$ cat config.mk
export PLATFORM = sky130hd
export DESIGN_NAME = gpio_ec_ctrl
export DESIGN_NICKNAME = d
export VERILOG_FILES = /design/src/rtl/gpio_ec_pkg.sv /design/src/rtl/gpio_ec_sync.sv /design/src/rtl/gpio_ec_decode.sv /design/src/rtl/gpio_ec_edge.sv /design/src/rtl/gpio_ec_ctrl.sv
export SDC_FILE = /design/constraint.sdc
export NUM_CORES = 1
export LEC_CHECK = 0
export BUFFER_PORTS_ARGS = -buffer_cell sky130_fd_sc_hd__buf_2
export CORE_ASPECT_RATIO = 0.5
export CORE_MARGIN = 4
export CORE_UTILIZATION = 55
export CTS_BUF_LIST = sky130_fd_sc_hd__clkbuf_8
export DETAILED_ROUTE_END_ITERATION = 6
export PLACE_DENSITY = 0.77
export SETUP_SLACK_MARGIN = 0.1
export SYNTH_ARGS = -nofsm -noshare
export SYNTH_HDL_FRONTEND = slang
export SYNTH_SLANG_ARGS = --single-unit
$ cat constraint.sdc
create_clock -name clk -period 10.9 [get_ports clk]
set_input_delay 3.27 -clock clk [delete_from_list [all_inputs] [get_ports clk]]
set_output_delay 3.27 -clock clk [all_outputs]
set_load 0.01 [all_outputs]
$ cat src/rtl/gpio_ec_pkg.sv
package gpio_ec_pkg;

    localparam int WORD_W      = 32;
    localparam int NUM_STD_GRP = 7;
    localparam int SEL_W       = 8;

    typedef enum logic [3:0] {
        GRP_LEVEL = 4'd0,
        GRP_DIR   = 4'd1,
        GRP_SET   = 4'd2,
        GRP_CLR   = 4'd3,
        GRP_RISE  = 4'd4,
        GRP_FALL  = 4'd5,
        GRP_STAT  = 4'd6,
        GRP_ALT   = 4'd7,
        GRP_NONE  = 4'd15
    } grp_e;

    typedef struct packed {
        grp_e               grp;
        logic [SEL_W-1:0]   sel;
    } dec_t;

endpackage

$ cat src/rtl/gpio_ec_sync.sv
module gpio_ec_sync #(
    parameter int WIDTH = 64
) (
    input  logic             clk,
    input  logic             rst_n,
    input  logic [WIDTH-1:0] raw_in,
    output logic [WIDTH-1:0] sync_out
);

    logic [WIDTH-1:0] stage1_q;
    logic [WIDTH-1:0] stage2_q;

    always_ff @(posedge clk or negedge rst_n) begin
        if (!rst_n) begin
            stage1_q <= '0;
            stage2_q <= '0;
        end else begin
            stage1_q <= raw_in;
            stage2_q <= stage1_q;
        end
    end

    assign sync_out = stage2_q;

endmodule

$ cat src/rtl/gpio_ec_decode.sv
module gpio_ec_decode
    import gpio_ec_pkg::*;
#(
    parameter int NREG   = 2,
    parameter int ADDR_W = 7
) (
    input  logic [ADDR_W-1:0] addr,
    output dec_t              dec
);

    localparam int TOTAL_WORDS = (NUM_STD_GRP + 2) * NREG;
    localparam int ALT_BASE    = NUM_STD_GRP * NREG;

    logic [ADDR_W-3:0] widx;
    assign widx = addr[ADDR_W-1:2];

    always_comb begin
        dec.grp = GRP_NONE;
        dec.sel = '0;
        for (int g = 0; g < NUM_STD_GRP; g++) begin
            if (int'(widx) >= g * NREG && int'(widx) < (g + 1) * NREG) begin
                dec.grp = grp_e'(4'(g));
                dec.sel = SEL_W'(int'(widx) - g * NREG);
            end
        end
        if (int'(widx) >= ALT_BASE && int'(widx) < TOTAL_WORDS) begin
            dec.grp = GRP_ALT;
            dec.sel = SEL_W'(int'(widx) - ALT_BASE);
        end
    end

endmodule

$ cat src/rtl/gpio_ec_edge.sv
module gpio_ec_edge #(
    parameter int WIDTH = 32
) (
    input  logic             clk,
    input  logic             rst_n,
    input  logic [WIDTH-1:0] lvl,
    input  logic [WIDTH-1:0] rise_en,
    input  logic [WIDTH-1:0] fall_en,
    input  logic [WIDTH-1:0] clr_mask,
    output logic [WIDTH-1:0] status
);

    logic [WIDTH-1:0] prev_q;
    logic [WIDTH-1:0] status_q;
    logic [WIDTH-1:0] hit;

    // A fresh edge is ORed in after the clear, so it outranks a same-cycle clear.
    assign hit = (lvl & ~prev_q & rise_en) | (~lvl & prev_q & fall_en);

    always_ff @(posedge clk or negedge rst_n) begin
        if (!rst_n) begin
            prev_q   <= '0;
            status_q <= '0;
        end else begin
            prev_q   <= lvl;
            status_q <= (status_q & ~clr_mask) | hit;
        end
    end

    assign status = status_q;

endmodule

$ cat src/rtl/gpio_ec_ctrl.sv
module gpio_ec_ctrl
    import gpio_ec_pkg::*;
#(
    parameter  int NUM_PINS = 64,
    localparam int NREG     = NUM_PINS / WORD_W,
    localparam int ADDR_W   = $clog2((NUM_STD_GRP + 2) * NREG * 4)
) (
    input  logic                  clk,
    input  logic                  rst_n,
    input  logic [ADDR_W-1:0]     bus_addr,
    input  logic [WORD_W-1:0]     bus_wdata,
    input  logic                  bus_we,
    output logic [WORD_W-1:0]     bus_rdata,
    input  logic [NUM_PINS-1:0]   pad_in,
    output logic [NUM_PINS-1:0]   pad_out,
    output logic [NUM_PINS-1:0]   pad_oe,
    output logic [2*NUM_PINS-1:0] alt_sel,
    output logic                  irq
);

    localparam int ALT_WORDS = 2 * NREG;

    dec_t                  dec;
    logic [NUM_PINS-1:0]   lvl_sync;
    logic [NUM_PINS-1:0]   dir_q;
    logic [NUM_PINS-1:0]   out_q;
    logic [NUM_PINS-1:0]   rise_q;
    logic [NUM_PINS-1:0]   fall_q;
    logic [NUM_PINS-1:0]   stat_w;
    logic [2*NUM_PINS-1:0] alt_q;

    gpio_ec_decode #(
        .NREG   (NREG),
        .ADDR_W (ADDR_W)
    ) decode_i (
        .addr (bus_addr),
        .dec  (dec)
    );

    gpio_ec_sync #(
        .WIDTH (NUM_PINS)
    ) sync_i (
        .clk      (clk),
        .rst_n    (rst_n),
        .raw_in   (pad_in),
        .sync_out (lvl_sync)
    );

    for (genvar w = 0; w < NREG; w++) begin : g_word
        localparam logic [SEL_W-1:0] WSEL = SEL_W'(w);

        logic hit_dir, hit_set, hit_clr, hit_rise, hit_fall, hit_stat;
        logic [WORD_W-1:0] clr_mask;

        assign hit_dir  = bus_we && dec.grp == GRP_DIR  && dec.sel == WSEL;
        assign hit_set  = bus_we && dec.grp == GRP_SET  && dec.sel == WSEL;
        assign hit_clr  = bus_we && dec.grp == GRP_CLR  && dec.sel == WSEL;
        assign hit_rise = bus_we && dec.grp == GRP_RISE && dec.sel == WSEL;
        assign hit_fall = bus_we && dec.grp == GRP_FALL && dec.sel == WSEL;
        assign hit_stat = bus_we && dec.grp == GRP_STAT && dec.sel == WSEL;
        assign clr_mask = hit_stat ? bus_wdata : '0;

        always_ff @(posedge clk or negedge rst_n) begin
            if (!rst_n) begin
                dir_q[w*WORD_W +: WORD_W]  <= '0;
                out_q[w*WORD_W +: WORD_W]  <= '0;
                rise_q[w*WORD_W +: WORD_W] <= '0;
                fall_q[w*WORD_W +: WORD_W] <= '0;
            end else begin
                if (hit_dir)  dir_q[w*WORD_W +: WORD_W]  <= bus_wdata;
                if (hit_rise) rise_q[w*WORD_W +: WORD_W] <= bus_wdata;
                if (hit_fall) fall_q[w*WORD_W +: WORD_W] <= bus_wdata;
                if (hit_set)
                    out_q[w*WORD_W +: WORD_W] <= out_q[w*WORD_W +: WORD_W] | bus_wdata;
                else if (hit_clr)
                    out_q[w*WORD_W +: WORD_W] <= out_q[w*WORD_W +: WORD_W] & ~bus_wdata;
            end
        end

        gpio_ec_edge #(
            .WIDTH (WORD_W)
        ) edge_i (
            .clk      (clk),
            .rst_n    (rst_n),
            .lvl      (lvl_sync[w*WORD_W +: WORD_W]),
            .rise_en  (rise_q[w*WORD_W +: WORD_W]),
            .fall_en  (fall_q[w*WORD_W +: WORD_W]),
            .clr_mask (clr_mask),
            .status   (stat_w[w*WORD_W +: WORD_W])
        );
    end

    for (genvar k = 0; k < ALT_WORDS; k++) begin : g_alt
        localparam logic [SEL_W-1:0] KSEL = SEL_W'(k);
        logic hit_alt;
        assign hit_alt = bus_we && dec.grp == GRP_ALT && dec.sel == KSEL;

        always_ff @(posedge clk or negedge rst_n) begin
            if (!rst_n)
                alt_q[k*WORD_W +: WORD_W] <= '0;
            else if (hit_alt)
                alt_q[k*WORD_W +: WORD_W] <= bus_wdata;
        end
    end

    always_comb begin
        bus_rdata = '0;
        case (dec.grp)
            GRP_LEVEL: bus_rdata = lvl_sync[int'(dec.sel)*WORD_W +: WORD_W];
            GRP_DIR:   bus_rdata = dir_q[int'(dec.sel)*WORD_W +: WORD_W];
            GRP_RISE:  bus_rdata = rise_q[int'(dec.sel)*WORD_W +: WORD_W];
            GRP_FALL:  bus_rdata = fall_q[int'(dec.sel)*WORD_W +: WORD_W];
            GRP_STAT:  bus_rdata = stat_w[int'(dec.sel)*WORD_W +: WORD_W];
            GRP_ALT:   bus_rdata = alt_q[int'(dec.sel)*WORD_W +: WORD_W];
            default:   bus_rdata = '0;
        endcase
    end

    assign pad_out = out_q;
    assign pad_oe  = dir_q;
    assign alt_sel = alt_q;
    assign irq     = |stat_w;

endmodule

==> results.json <==
{
  "status": "finished, violations left",
  "yosysUniqueCellTypes": 67,
  "violations": "design-rule violations",
  "timing.final.crit_share": 0.9732,
  "cts_made_buffers": 89,
  "syn_inst": 2297,
  "wirelength_um": 89210,
  "cap_violations": 0,
  "clockBufferDepth": 3,
  "total_power_mw": 5.816,
  "drt_pre_antenna_iters": 7,
  "drive_gt1_frac": 0.3522,
  "htree_levels": 3,
  "regArea_mm2": 0.01602,
  "grt_pass1_wl_um": 134300,
  "hpwl_um": 57800,
  "max_slew.worst_pin.slew_ns": 1.275,
  "p_leak_nw": 15.67,
  "worstSkewPairLatency_ns": 0.67,
  "hp-class": "reg -> reg",
  "p_per_area_mw_per_mm2": 181.1,
  "endpoint_kind": "output port",
  "rsz0062_at_grt": "no",
  "worst_ep_arrival_time_ns": 7.34,
  "vias_per_cell": 6.400,
  "die_area_mm2": 0.05412,
  "antenna_found_initial": 1,
  "post-cts-setup-buffers": 0,
  "synthArstFlopShare": 1.000,
  "critPathMaxFanout": 30,
  "tns_ns": 0,
  "min_period_ns": 10.61,
  "r2r_slack_ns": 9.96,
  "syn-cell-area_mm2": 0.02764,
  "timing.rr.end": "g_word[0].edge_i.status[25]",
  "row_count": 57,
  "cp.required_ns": 7.63,
  "fill_cells": 3760,
  "worstHoldEndpoint": "sync_i.sync_out[41]",
  "ir_worst_vdd_uv": 91.26,
  "max_freq_mhz": 94.27,
  "cts.sinks": 640,
  "nets": 2800,
  "routabilityCongestion": 0.8922,
  "ios": 395,
  "hold_slack_ns": 0.3206,
  "portBuffers": 392,
  "synth-seq-cells": 640,
  "holdCritStartpoint": "sync_i.stage1_q[41]",
  "finalMaxSlewViolations": 0,
  "grt_usage": 0.3242,
  "setup_viol": 0,
  "path_class": "in -> out",
  "finalHoldViolCount": 0,
  "dieWidth_um": 325.0,
  "gr-total-overflow": 0,
  "r2r-start": "sync_i.sync_out[25]",
  "clkTransAtPathRegs_ns": 0.06,
  "hold_path_depth": 0,
  "synth-warning-count": 0,
  "synthesis.nets": 2419,
  "drc": 1,
  "ys_seq_area_frac": 0.5795,
  "synth_area_per_cell_um2": 12.03,
  "grt_pass1_vias": 21670,
  "synth_flop_cell": "dfrtp_1",
  "die_h_um": 166.5,
  "grt_max_degree": 180,
  "max_slew_margin": 0.1471,
  "cts_resized": 0,
  "multi_input_area_mm2": 0.01099,
  "worstSetupStartpointType": "input pin",
  "drt_iter0_drc": 2512,
  "cts_root_buf": "clkbuf_8",
  "critPathLaunch": "bus_addr[6]",
  "synth_edf_count": 0,
  "ant_nets": 0,
  "worstRegToRegCells": 3,
  "num_vias": 21660,
  "syn_to_final_growth_pct": 16.23,
  "cts_tree": "done",
  "finClkSkew_ns": 0.03153,
  "core_area_mm2": 0.04907,
  "wl_per_cell_um": 26.35,
  "cts_hold_buf": 0,
  "start_util": 0.5632
}
==> kinds of logic (layout without fill, tap and decap cells) <==
kind of cell             after synthesis  count (layout)  synth area share
flip-flops                           640             640            0.5795
AND/OR/NAND/NOR                      584             584            0.1030
AO/OA/AOI/OAI                        443             443            0.1078
multiplexers                         429             429            0.1728
buffers and inverters                181             618           0.02839
adder cells (fa/ha/maj)               16              16          0.007244
XOR/XNOR                               4               4          0.001268
other                                  0               2                 0
==> cells in the final DEF, fill, tap and decap left out, drive strengths merged, types with 16 or more instances in the layout <==
| master | count |
|---|---|
| dfrtp | 640 |
| buf | 461 |
| mux2 | 385 |
| nand2 | 245 |
| nand3 | 141 |
| a21oi | 114 |
| clkbuf | 103 |
| o21ai | 95 |
| nand3b | 69 |
| nor2 | 63 |
| a21o | 45 |
| inv | 45 |
| mux2i | 44 |
| o211ai | 36 |
| a221oi | 32 |
| a31oi | 26 |
| nor4 | 23 |
| a221o | 21 |
| a2111oi | 18 |
| o32ai | 17 |
| ha | 16 |
==> through the flow <==
stage               utilization  worst slack [ns]  instance area, µm²  instances
CTS                      0.6546            0.3784               32120       3383
floorplan                     -             1.282               27640       2297
global route             0.6546            0.1375               32120       3384
finish                   0.6547            0.2925               32120       3385
detailed placement       0.6200            0.4059               30420       3236
global placement         0.6200            0.4763               30420       3236
==> how the worst max path moves through the flow <==
stage                         end  slack, ns  cells after the start
global route        bus_rdata[10]       0.14                     12
floorplan           bus_rdata[10]       1.28                     12
finish              bus_rdata[10]       0.29                     12
detailed placement  bus_rdata[10]       0.41                     12
CTS                 bus_rdata[10]       0.38                     12
global placement    bus_rdata[19]       0.48                     13
==> cell usage after synthesis (all sizes together), types with 26 or more instances <==
| cell type | number | area [µm²] |
|---|---|---|
| nor2 | 63 | 241.5 |
| nand2 | 245 | 919.6 |
| nand3 | 141 | 705.7 |
| nand3b | 69 | 518.0 |
| o21ai | 95 | 475.5 |
| mux2 | 385 | 4335 |
| a31oi | 26 | 162.7 |
| clkbuf | 107 | 401.6 |
| a221oi | 32 | 286.5 |
| a21oi | 114 | 574.3 |
| dfrtp | 640 | 16020 |
| a21o | 45 | 337.8 |
| buf | 64 | 345.3 |
| o211ai | 36 | 275.3 |
| mux2i | 44 | 440.4 |
==> routing by layer <==
metal | up-vias | routed length, µm | GRT usage | share of wire
met3 | 235 | 9894 | 0.08375 | 0.11
li1 | 9127 | - | - | -
met2 | 1248 | 40190 | 0.4917 | 0.45
met1 | 11050 | 35000 | 0.4474 | 0.39
met4 | 0 | 4121 | 0.1403 | 0.046
met5 | - | 0 | 0 | 0
==> flip-flops by register name (all words and copies together), names as in the netlist, named ones only <==
signal                cells
fall_q                   64
pad_oe                   64
rise_q                   64
g_word.edge_i.status     64
sync_i.sync_out          64
sync_i.stage1_q          64
g_word.edge_i.prev_q     64
alt_sel                 128
==> area by class of cell <==
cell class,instances,area share
clock buffer,103,0.04413
sequential,640,0.4986
multi-input combinational,1476,0.3422
inverter,10,0.001169
antenna,2,0.0001558
timing repair buffer,461,0.07985
tap,649,0.02528
clock inverter,44,0.008647
==> power breakdown <==
group	leakage [nW]	internal (mW)	switching (mW)
Clock	0.992	0.928	0.901
Sequential	8.16	2.68	0.274
Combinational	6.51	0.437	0.596
==> worst max-delay path: stages <==
cell and delay (ns):
buf_2 0.20, inv_1 0.25, ha_1 0.47, inv_2 0.13
o211ai_2 0.54, o2111ai_1 0.35, or2_2 0.40, and2_2 0.56
and3_1 0.32, a2111oi_0 0.49, buf_4 0.21, buf_2 0.13
Note: power is estimated with default switching activity, not from simulation.
